$ cat config.mk
export PLATFORM = sky130hd
export DESIGN_NAME = pwm_gen
export DESIGN_NICKNAME = d
export VERILOG_FILES = /design/src/rtl/pwm_pkg.sv /design/src/rtl/pwm_ctrl.sv /design/src/rtl/pwm_datapath.sv /design/src/rtl/pwm_gen.sv
export SDC_FILE = /design/constraint.sdc
export NUM_CORES = 1
export LEC_CHECK = 0
export BUFFER_PORTS_ARGS = -buffer_cell sky130_fd_sc_hd__buf_2
export CAP_MARGIN = 25
export CORE_MARGIN = 4
export CORE_UTILIZATION = 45
export CTS_BUF_LIST = sky130_fd_sc_hd__clkbuf_4
export CTS_CLUSTER_SIZE = 16
export DETAILED_ROUTE_END_ITERATION = 10
export GPL_TIMING_DRIVEN = 1
export PLACE_DENSITY_LB_ADDON = 0.1
export SLEW_MARGIN = 20
export SYNTH_ARGS = -nofsm -noshare
export SYNTH_HDL_FRONTEND = slang
export SYNTH_SLANG_ARGS = --single-unit
$ cat constraint.sdc
create_clock -name clk -period 3.7 [get_ports clk]
set_input_delay 0.37 -clock clk [delete_from_list [all_inputs] [get_ports clk]]
set_output_delay 0.37 -clock clk [all_outputs]
set_load 0.01 [all_outputs]
$ cat src/rtl/pwm_pkg.sv
package pwm_pkg;
  localparam int SUB_W = 2;

  localparam logic [1:0] PRE_SEL_1 = 2'd0;
  localparam logic [1:0] PRE_SEL_4 = 2'd1;

  typedef struct packed {
    logic             hold;     // enable low: clear time base, drop pin
    logic             bump;     // timer steps by one
    logic             roll;     // period boundary: clear timer, set pin, latch duty
    logic [SUB_W-1:0] subNext;  // sub-count bits after this edge
  } pwmStrobes_t;
endpackage

$ cat src/rtl/pwm_ctrl.sv
module pwm_ctrl
  import pwm_pkg::*;
#(
  parameter int PRE_LOG_MID = 2,
  parameter int PRE_LOG_MAX = 4
) (
  input  logic        clk,
  input  logic        rstN,
  input  logic        enable,
  input  logic [1:0]  preSel,
  input  logic        atPeriod,
  output pwmStrobes_t strobes
);
  localparam int TICK_W = SUB_W + PRE_LOG_MAX;
  localparam logic [TICK_W-1:0] LAST_1   = TICK_W'((1 << SUB_W) - 1);
  localparam logic [TICK_W-1:0] LAST_MID = TICK_W'((1 << (SUB_W + PRE_LOG_MID)) - 1);
  localparam logic [TICK_W-1:0] LAST_MAX = '1;

  logic [TICK_W-1:0] tick, tickNext, tickLast;
  logic              wrap;

  always_comb begin
    case (preSel)
      PRE_SEL_1: tickLast = LAST_1;
      PRE_SEL_4: tickLast = LAST_MID;
      default:   tickLast = LAST_MAX;
    endcase
  end

  assign wrap = (tick >= tickLast);

  always_comb begin
    if (!enable)   tickNext = '0;
    else if (wrap) tickNext = '0;
    else           tickNext = tick + TICK_W'(1);
  end

  always_ff @(posedge clk or negedge rstN) begin
    if (!rstN) tick <= '0;
    else       tick <= tickNext;
  end

  always_comb begin
    strobes.hold = !enable;
    strobes.bump = enable && wrap && !atPeriod;
    strobes.roll = enable && wrap && atPeriod;
    case (preSel)
      PRE_SEL_1: strobes.subNext = tickNext[SUB_W-1:0];
      PRE_SEL_4: strobes.subNext = tickNext[PRE_LOG_MID +: SUB_W];
      default:   strobes.subNext = tickNext[PRE_LOG_MAX +: SUB_W];
    endcase
  end
endmodule

$ cat src/rtl/pwm_datapath.sv
module pwm_datapath
  import pwm_pkg::*;
#(
  parameter int TIMER_W = 8
) (
  input  logic               clk,
  input  logic               rstN,
  input  pwmStrobes_t        strobes,
  input  logic [TIMER_W-1:0] periodVal,
  input  logic [TIMER_W-1:0] dutyHi,
  input  logic [SUB_W-1:0]   dutyLo,
  output logic               atPeriod,
  output logic               pwmOut
);
  localparam int DUTY_W = TIMER_W + SUB_W;

  logic [TIMER_W-1:0] timer, timerNext;
  logic [DUTY_W-1:0]  activeDuty, activeNext, dutyWord, baseNext;
  logic               pinQ, pinNext;

  assign atPeriod = (timer == periodVal);
  assign dutyWord = {dutyHi, dutyLo};

  always_comb begin
    if (strobes.hold || strobes.roll) timerNext = '0;
    else if (strobes.bump)            timerNext = timer + TIMER_W'(1);
    else                              timerNext = timer;
  end

  assign activeNext = strobes.roll ? dutyWord : activeDuty;
  assign baseNext   = {timerNext, strobes.subNext};

  always_comb begin
    if (strobes.hold)                 pinNext = 1'b0;
    else if (strobes.roll)            pinNext = (dutyWord != '0);
    else if (baseNext == activeDuty)  pinNext = 1'b0;
    else                              pinNext = pinQ;
  end

  always_ff @(posedge clk or negedge rstN) begin
    if (!rstN) begin
      timer      <= '0;
      activeDuty <= '0;
      pinQ       <= 1'b0;
    end else begin
      timer      <= timerNext;
      activeDuty <= activeNext;
      pinQ       <= pinNext;
    end
  end

  assign pwmOut = pinQ;
endmodule

$ cat src/rtl/pwm_gen.sv
module pwm_gen
  import pwm_pkg::*;
#(
  parameter int TIMER_W     = 8,
  parameter int PRE_LOG_MID = 2,
  parameter int PRE_LOG_MAX = 4
) (
  input  logic               clk,
  input  logic               rstN,
  input  logic               enable,
  input  logic [1:0]         preSel,
  input  logic [TIMER_W-1:0] periodVal,
  input  logic [TIMER_W-1:0] dutyHi,
  input  logic [SUB_W-1:0]   dutyLo,
  output logic               pwmOut,
  output logic               periodMatch
);
  pwmStrobes_t strobes;
  logic        atPeriod;

  pwm_ctrl #(.PRE_LOG_MID(PRE_LOG_MID), .PRE_LOG_MAX(PRE_LOG_MAX)) ctrlInst (
    .clk      (clk),
    .rstN     (rstN),
    .enable   (enable),
    .preSel   (preSel),
    .atPeriod (atPeriod),
    .strobes  (strobes)
  );

  pwm_datapath #(.TIMER_W(TIMER_W)) dpInst (
    .clk       (clk),
    .rstN      (rstN),
    .strobes   (strobes),
    .periodVal (periodVal),
    .dutyHi    (dutyHi),
    .dutyLo    (dutyLo),
    .atPeriod  (atPeriod),
    .pwmOut    (pwmOut)
  );

  assign periodMatch = strobes.roll;
endmodule

==> results of run 1 <==
-- per-stage QoR --
step | hold slack (ns) | instances
6_report | 0.0181 | 238
5_1_grt | 0.0453 | 238
4_1_cts | 0.0327 | 238
3_5_place_dp | 0.395 | 234
3_3_place_gp | 0.401 | 234
2_1_floorplan | 0.0744 | 168
-- layer usage --
layer / wire length [um] / part of all wire, % / up-vias / global-route usage (%)
li1: - / - / 669 / -
met1: 1660 / 46 / 658 / 21.7
met2: 1650 / 46 / 38 / 26.9
met3: 205 / 5.7 / 5 / 3.20
met4: 54 / 1.5 / 0 / 6.07
met5: 0 / 0 / - / 0
-- kinds of logic after synthesis --
| kind of cell | count (synthesis) | synth area share (%) |
|---|---|---|
| multiplexers | 11 | 7.29 |
| flip-flops | 25 | 37.2 |
| adder cells (fa/ha/maj) | 4 | 2.97 |
| buffers and inverters | 10 | 2.83 |
| AO/OA/AOI/OAI | 34 | 14.6 |
| XOR/XNOR | 20 | 11.2 |
| AND/OR/NAND/NOR | 64 | 23.9 |
-- state kept, by name, indices dropped and copies added (netlist names) --
name and count:
dpInst.timer 8, dpInst.activeDuty 10, ctrlInst.tick 6, dpInst.pwmOut 1
-- final cells by class --
| cell class | count | area, um^2 |
|---|---|---|
| clock buffer | 4 | 30.0 |
| fill | 344 | 1600 |
| inverter | 5 | 18.8 |
| multi-input combinational | 133 | 1010 |
| timing repair buffer | 25 | 128 |
| tap | 46 | 57.6 |
| sequential | 25 | 626 |
-- synthesized netlist by cell type, drive strengths merged (2+ instances only) --
library cell  number
a211oi             3
xor2              10
nor2              12
nand4b             2
o21ai              3
and3b              2
xnor2              9
dfrtp             25
clkbuf             2
nand3             11
and3               6
nor2b              2
buf                3
nor4               7
o21a               2
nor3               5
ha                 4
a211o              3
a2bb2oi            2
a21oi              8
and2               2
o211ai             3
inv                5
o22ai              2
nand2             11
mux2              10
-- worst register-to-register path, stage by stage, from the launching register on --
cell and delay [ns]:
dfrtp_1 0.43, ha_1 0.32, o211ai_1 0.10, nor3_2 0.37, o21ai_2 0.18, nor4_2 0.39
xnor2_1 0.20, a21oi_1 0.10, o311ai_1 0.29, a32oi_1 0.15
-- worst paths after layout --
path	endpoint	slack, ns	cells past startpoint
setup / recovery	dpInst.pwmOut	1.04	9
hold / removal	dpInst.timer[4]	0.02	1
setup reg to reg	dpInst.pwmOut	1.04	9
hold reg to reg	ctrlInst.tick[0]	0.49	1
max in group asynchronous	dpInst.activeDuty[1]	3.31	1
min in group clk	dpInst.activeDuty[7]	0.26	2
-- power groups by stage --
stage                     Clock [mW]  Combinational [mW]  Sequential [mW]
after floorplan                    0              0.0357            0.287
after global placement             0              0.0606            0.287
after detailed placement           0              0.0622            0.288
after CTS                      0.133              0.0624            0.283
after global routing           0.148              0.0698            0.284
final                          0.128              0.0613            0.283
-- placed cells by master, fill, tap and decap left out, types with 2 or more instances in the layout --
master / count
o21a_1: 2
xor2_1: 10
o22ai_1: 2
a211o_1: 3
dfrtp_1: 25
nand2_1: 11
ha_1: 4
xnor2_1: 9
o21ai_2: 2
nor2_1: 12
a21oi_1: 8
nand3_1: 11
o211ai_1: 3
buf_2: 24
and3b_1: 2
nor4_4: 3
nor2b_1: 2
and3_1: 6
nand4b_1: 2
a211oi_1: 3
nor3_1: 4
mux2_1: 9
a2bb2oi_1: 2
clkbuf_4: 4
inv_1: 5
nor4_1: 3
==> flow_summary.yaml, run 1 <==
power:
  seq_power_share_pct: 59.8
  power_mw: 0.472
  power_leakage_nw: 0.870
  ir_drop_v: 0.000150
  power.switching_mw: 0.119
  power_density_nw_per_um2: 253
  p_int_mw: 0.353
  clock_power_share_pct: 27.2
  p_comb_share_pct: 13.0
  switching_share_pct: 25.2
cts:
  cts_resized: 0
  cts_root_buf: "clkbuf_4"
  path_clk_slew_ns: 0.13
  htreeDepth: 1
  cts.sinks: 25
  clockBufferDepth: 2
  clk_latency_ns: 0.32
  cts_made_buffers: 3
  cts_setup_buffers: 0
  ctsHoldBuffers: 0
  cts_tree: "done"
synthesis:
  yosys_warnings: 0
  synth_ff_type: "dfrtp_1"
  synth_area_um2: 1680
  yosysTopAreaCell: "dfrtp_1"
  synthTopCellsByArea: "dfrtp_1 37%, mux2_1 6.0%, xor2_1 5.2%"
  synth_cells: 168
  ys_seq_area_share_pct: 37.2
  ys_ff_latch: 25
  synth_edf_count: 0
  async_flop_share_pct: 100
  yosysUniqueCellTypes: 47
  syn-mean-instance-area_um2: 10.0
  synth_nets: 195
  netlist.area_leader.share_pct: 37.2
grt:
  grt_usage_pct: 16.5
  grt_pass1_vias: 1452
  overflow: 0
  grt_antenna_before_repair: 0
  grt_max_degree: 26
  grt_pass1_wl_um: 6620
timing:
  hold_viol: 0
  period_needed_ns: 2.66
  finalClockSkew_ns: 0.000957
  setup_violations: 0
  period_share_pct: 71.8
  finalMaxSlewViolations: 0
  layout_setup_ws_ns: 1.04
  relSlewSlack_pct: 57.6
  max_freq_mhz: 376
  worst_pin_slew_ns: 0.634
  final.setup.tns_ns: 0
  rsz0062_at_grt: "false"
setup_path:
  cp.arrival_ns: 2.86
  critPathRequiredTime_ns: 3.90
  critPathLaunchType: "flip-flop"
  cpPeakStageDelay_ns: 0.43
  critical_path.startpoint: "ctrlInst.tick[4]"
  critical-path-top-delay-family: "compound AO/OA/AOI/OAI gates"
  worstReg2RegStart: "ctrlInst.tick[4]"
  cpMaxStageDelayCell: "dfrtp_1"
  crit_buf_inv: 0
  critPathMaxFanout: 7
  critPathKind: "reg -> reg"
  worstSetupEndpointType: "flip-flop"
  crit_chain: "ha_1 > o211ai_1 > nor3_2 > o21ai_2 > nor4_2 > xnor2_1 > a21oi_1 > o311ai_1 > a32oi_1"
floorplanning:
  dieArea_um2: 4780
  io-pin-count: 25
  rows: 21
  fp.dieW_um: 69.2
  fp.coreArea_um2: 3470
  fp.dieH_um: 69.2
  initial_utilization_pct: 48.5
placement:
  dp_hpwl_um: 2790
  routabilityCongestion: 0.809
  placed_area_um2: 1840
  dp_slack_ns: 0.883
  port_buffers: 24
routing:
  routed_wl_um: 3570
  vias: 1370
  drtPass1Iterations: 4
  drc_errors: 0
  viasPerCell: 5.76
  ant_nets: 0
  drtIter0Drc: 82
  wl_per_cell_um: 15.0
final_layout:
  n_antenna_cell: 0
  syn_to_final_growth_pct: 11.1
  fin_util_pct: 53.9
  finalNetCount: 220
  final_layout_size_suffix_gt1_share_pct: 20.8
  final_cell_area_um2: 1870
min_path:
  hp-class: "in -> async"
flow_run:
  maxCapViolCount: 0
status:
  status: "complete, no violations"
Note: power is estimated with default switching activity, not from simulation.
==> run 2, diff against run 1 <==
==> constraint.sdc (replaced) <==
create_clock -name clk -period 2.2 [get_ports clk]
set_input_delay 0.22 -clock clk [delete_from_list [all_inputs] [get_ports clk]]
set_output_delay 0.22 -clock clk [all_outputs]
set_load 0.01 [all_outputs]
==> flow_summary.yaml, run 2 (synthesis results as in run 1) <==
timing:
  finalMaxSlewViolations: 0
  max_freq_mhz: 439
  relSlewSlack_pct: 62.1
  worst_pin_slew_ns: 0.568
  layout_setup_ws_ns: -0.0779
  period_share_pct: 104
  finalClockSkew_ns: 0.00878
  setup_violations: 2
  period_needed_ns: 2.28
  rsz0062_at_grt: "true"
  hold_viol: 0
min_path:
  hp-class: "in -> reg"
final_layout:
  finalNetCount: 257
  final_layout_size_suffix_gt1_share_pct: 35.8
  final_common_cell: "buf_4"
  regMostFlops: "dpInst.activeDuty"
  final_cell_area_um2: 2240
  layout.cells.non_filler: 275
  n_antenna_cell: 0
  syn_to_final_growth_pct: 33.0
  reg.largest.list: "dpInst.activeDuty x10, dpInst.timer x8, ctrlInst.tick x6"
  final_cell_mix: "34 x buf_4, 25 x dfrtp_1, 24 x buf_2"
  largest_reg_flops: 10
  nFillCells: 279
cts:
  clockBufferDepth: 2
  htreeDepth: 1
  cts.sinks: 25
  path_clk_slew_ns: 0.14
  cts_made_buffers: 3
  cts_tree: "done"
  clk_latency_ns: 0.33
  cts_root_buf: "clkbuf_4"
routing:
  viasPerCell: 5.51
  routed_wl_um: 4090
  wl_per_cell_um: 14.9
  vias: 1516
  drc_errors: 0
  ant_nets: 0
  drtPass1Iterations: 4
  drtIter0Drc: 87
power:
  power.switching_mw: 0.222
  seq_power_share_pct: 57.4
  p_comb_share_pct: 16.8
  power_mw: 0.822
  switching_share_pct: 27.0
  clock_power_share_pct: 25.8
  p_int_mw: 0.600
  power_leakage_nw: 1.08
  ir_drop_v: 0.000300
  power_density_nw_per_um2: 367
setup_path:
  critPathLaunchType: "flip-flop"
  critPathRequiredTime_ns: 2.41
  r2r_setup_slack_ns: -0.08
  critPathMaxFanout: 5
  critPathKind: "reg -> reg"
  cp.arrival_ns: 2.49
  worstSetupEndpointType: "flip-flop"
floorplanning:
  io-pin-count: 25
  fp.dieH_um: 69.2
  rows: 21
  fp.dieW_um: 69.2
  initial_utilization_pct: 48.5
  fp.coreArea_um2: 3470
  dieArea_um2: 4780
placement:
  routabilityCongestion: 0.819
  dp_slack_ns: -0.212
  port_buffers: 24
  dp_hpwl_um: 3130
  dp.cells: 266
  placed_area_um2: 2090
grt:
  overflow: 0
  grt_antenna_before_repair: 0
  grt_usage_pct: 17.5
  grt_pass1_wl_um: 7040
  grt_pass1_vias: 1608
  grt_max_degree: 26
status:
  status: "complete, but fails checks"
  violations: "setup timing"
flow_run:
  maxCapViolCount: 0
-- run 2: worst max-delay path: stages, from the launching register on --
cell	delay (ns)
dfrtp_1	0.43
ha_4	0.29
o211ai_1	0.10
nor3_2	0.16
buf_4	0.18
buf_6	0.11
nor3_1	0.04
a211o_1	0.26
xnor2_1	0.13
and3_1	0.17
nor4b_4	0.18
a32oi_1	0.13
-- run 2: layer usage --
| layer | part of all wire [%] | wire [um] | global-route usage [%] |
|---|---|---|---|
| met5 | 0 | 0 | 0 |
| met4 | 1.3 | 55 | 4.77 |
| met3 | 3.8 | 155 | 2.62 |
| met1 | 47 | 1900 | 22.4 |
| met2 | 48 | 1970 | 30.5 |
-- run 2: power groups by stage --
| stage | clock network, mW | registers, mW | logic (mW) |
|---|---|---|---|
| floorplan | 0 | 0.482 | 0.0605 |
| global placement | 0 | 0.480 | 0.125 |
| detailed placement | 0 | 0.481 | 0.131 |
| CTS | 0.220 | 0.472 | 0.137 |
| global route | 0.233 | 0.473 | 0.153 |
| finish | 0.212 | 0.472 | 0.138 |
-- run 2: layout make-up --
| type | instances | area (um^2) | area share (%) |
|---|---|---|---|
| Clock buffer | 3 | 22.5 | 1.01 |
| Sequential cell | 25 | 626 | 27.9 |
| Clock inverter | 1 | 5.00 | 0.224 |
| Timing Repair Buffer | 62 | 428 | 19.1 |
| Inverter | 5 | 18.8 | 0.838 |
| Tap cell | 46 | 57.6 | 2.57 |
| Multi-Input combinational cell | 133 | 1080 | 48.3 |
-- run 2: repair_timing --
item	CTS	global route
pin swaps	3	2
hold buffers	1	0
setup buffers	3	1
hold endpoints to repair	25	0
gates resized for setup	8	3
endpoints found under the setup margin	2	12
-- run 2: worst paths after layout --
kind                                           start              endpoint  depth (start not counted)
worst max-delay path                ctrlInst.tick[5]         dpInst.pwmOut                         11
worst min-delay path                       dutyHi[1]  dpInst.activeDuty[3]                          2
worst max register to register      ctrlInst.tick[5]         dpInst.pwmOut                         11
worst min register to register  dpInst.activeDuty[5]  dpInst.activeDuty[5]                          1
max in group asynchronous                       rstN      ctrlInst.tick[5]                          2
min in group asynchronous                       rstN  dpInst.activeDuty[8]                          2
-- run 2: stage by stage --
step           utilization (%)  hold slack [ns]  setup TNS (ns)
2_1_floorplan                -          -0.0756         -0.0409
3_3_place_gp              60.3            0.239         -0.0941
3_5_place_dp              60.3            0.253          -0.212
4_1_cts                   63.9            0.105          -0.170
5_1_grt                   64.5            0.110          -0.372
6_report                  64.5            0.113         -0.0955
==> run 3, diff against run 2 <==
--- a/config.mk
+++ b/config.mk
@@ -18,3 +18,4 @@
 export SYNTH_ARGS = -nofsm -noshare
 export SYNTH_HDL_FRONTEND = slang
 export SYNTH_SLANG_ARGS = --single-unit
+export TNS_END_PERCENT = 1
==> flow_summary.yaml, run 3 (synthesis results as in run 1) <==
status:
  status: "complete, but fails checks"
  violations: "setup timing"
setup_path:
  cp.arrival_ns: 2.49
  crit_buf_inv: 2
  critPathMaxFanout: 5
  critPathLaunchType: "flip-flop"
  crit_chain: "ha_4 > o211ai_1 > nor3_2 > buf_4 > nor2_2 > buf_4 > o211ai_1 > o211ai_1 > nor4b_4 > a32oi_1"
  cpMaxStageDelayCell: "dfrtp_1"
  critPathKind: "reg -> reg"
  critPathRequiredTime_ns: 2.41
  worstSetupEndpointType: "flip-flop"
  cpMostUsedCell: "o211ai_1"
  critical-path-top-delay-family: "compound AO/OA/AOI/OAI gates"
  cpPeakStageDelay_ns: 0.43
floorplanning:
  fp.dieW_um: 69.2
  initial_utilization_pct: 48.5
  fp.dieH_um: 69.2
  fp.coreArea_um2: 3470
  dieArea_um2: 4780
  io-pin-count: 25
  rows: 21
routing:
  drtPass1Iterations: 4
  ant_nets: 0
  viasPerCell: 5.44
  drc_errors: 0
  routed_wl_um: 3990
  drtIter0Drc: 64
  wl_per_cell_um: 14.7
  vias: 1473
flow_run:
  maxCapViolCount: 0
cts:
  cts_made_buffers: 3
  cts_setup_buffers: 0
  cts_root_buf: "clkbuf_4"
  clk_latency_ns: 0.32
  htreeDepth: 1
  cts.sinks: 25
  cts_tree: "done"
  clockBufferDepth: 2
  path_clk_slew_ns: 0.14
final_layout:
  regMostFlops: "dpInst.activeDuty"
  final_layout_size_suffix_gt1_share_pct: 34.2
  n_antenna_cell: 0
  finalNetCount: 253
  final_cell_mix: "30 x buf_4, 25 x dfrtp_1, 24 x buf_2"
  nFillCells: 284
  final_common_cell: "buf_4"
  syn_to_final_growth_pct: 30.4
  reg.largest.list: "dpInst.activeDuty x10, dpInst.timer x8, ctrlInst.tick x6"
  largest_reg_flops: 10
grt:
  grt_max_degree: 26
  grt_usage_pct: 17.0
  grt_pass1_wl_um: 6840
  overflow: 0
  grt_pass1_vias: 1573
  grt_antenna_before_repair: 0
timing:
  setup_violations: 2
  period_share_pct: 103
  hold_viol: 0
  period_needed_ns: 2.28
  relSlewSlack_pct: 62.3
  max_freq_mhz: 439
  layout_setup_ws_ns: -0.0761
  rsz0062_at_grt: "true"
  finalClockSkew_ns: 0.00959
  worst_pin_slew_ns: 0.565
  final.setup.tns_ns: -0.152
  finalMaxSlewViolations: 0
placement:
  dp_hpwl_um: 3130
  port_buffers: 24
  routabilityCongestion: 0.819
power:
  ir_drop_v: 0.000301
  power_density_nw_per_um2: 373
  power_mw: 0.818
  power_leakage_nw: 1.05
min_path:
  hp-class: "in -> reg"
-- run 3: power by group --
group          total [mW]  switching (mW)  internal [mW]
Combinational       0.136          0.0722         0.0641
Clock               0.210           0.142         0.0681
Sequential          0.472         0.00500          0.467
-- run 3: layout make-up --
cell class,count,area (um^2),area share (%)
multi-input combinational,133,1080,49.0
sequential,25,626,28.5
timing repair buffer,58,389,17.7
tap,46,57.6,2.62
clock buffer,3,22.5,1.03
inverter,5,18.8,0.855
clock inverter,1,5.00,0.228
-- run 3: path summary, 6_finish.rpt --
check / start / end / slack, ns / cells after the start
worst max register to register: ctrlInst.tick[5] / dpInst.pwmOut / -0.08 / 10
max in group asynchronous: rstN / ctrlInst.tick[5] / 1.42 / 2
worst max-delay path: ctrlInst.tick[5] / dpInst.pwmOut / -0.08 / 10
worst min-delay path: dutyHi[1] / dpInst.activeDuty[3] / 0.12 / 2
worst min register to register: dpInst.activeDuty[5] / dpInst.activeDuty[5] / 0.55 / 1
min in group asynchronous: rstN / dpInst.activeDuty[8] / 0.39 / 2
-- run 3: per-layer routing --
layer  track usage, %  up-vias  share of wire, %
met5                0        -                 0
met4             4.99        0              0.45
met3             2.76        2               3.9
met2             29.2       30                49
met1             21.8      712                47
li1                 -      729                 -
-- run 3: timing repair --
item | in CTS | in global routing
pin swaps | 1 | 0
gates resized for setup | 7 | 4
endpoints found under the setup margin | 2 | 12
hold buffers | 1 | 0
hold endpoints to repair | 25 | 0
-- run 3: worst register-to-register path: cells and delay by family (launching register included) --
family,cells,cell delay (ns)
AOI/OAI and AO/OA,4,0.58
and+or+nand+nor,3,0.53
buffers and inverters,2,0.34
adders and majority gates,1,0.29
DFF,1,0.43
-- run 3: through the flow --
stage	util, %	std cells	cell area, um^2	hold WS [ns]	worst slack, ns
6_report	63.3	271	2190	0.116	-0.0761
5_1_grt	63.3	271	2190	0.110	-0.263
4_1_cts	62.7	271	2170	0.105	-0.102
3_5_place_dp	60.3	266	2090	0.253	-0.212
3_3_place_gp	60.3	266	2090	0.239	-0.0941
2_1_floorplan	-	168	1700	-0.0756	-0.0409
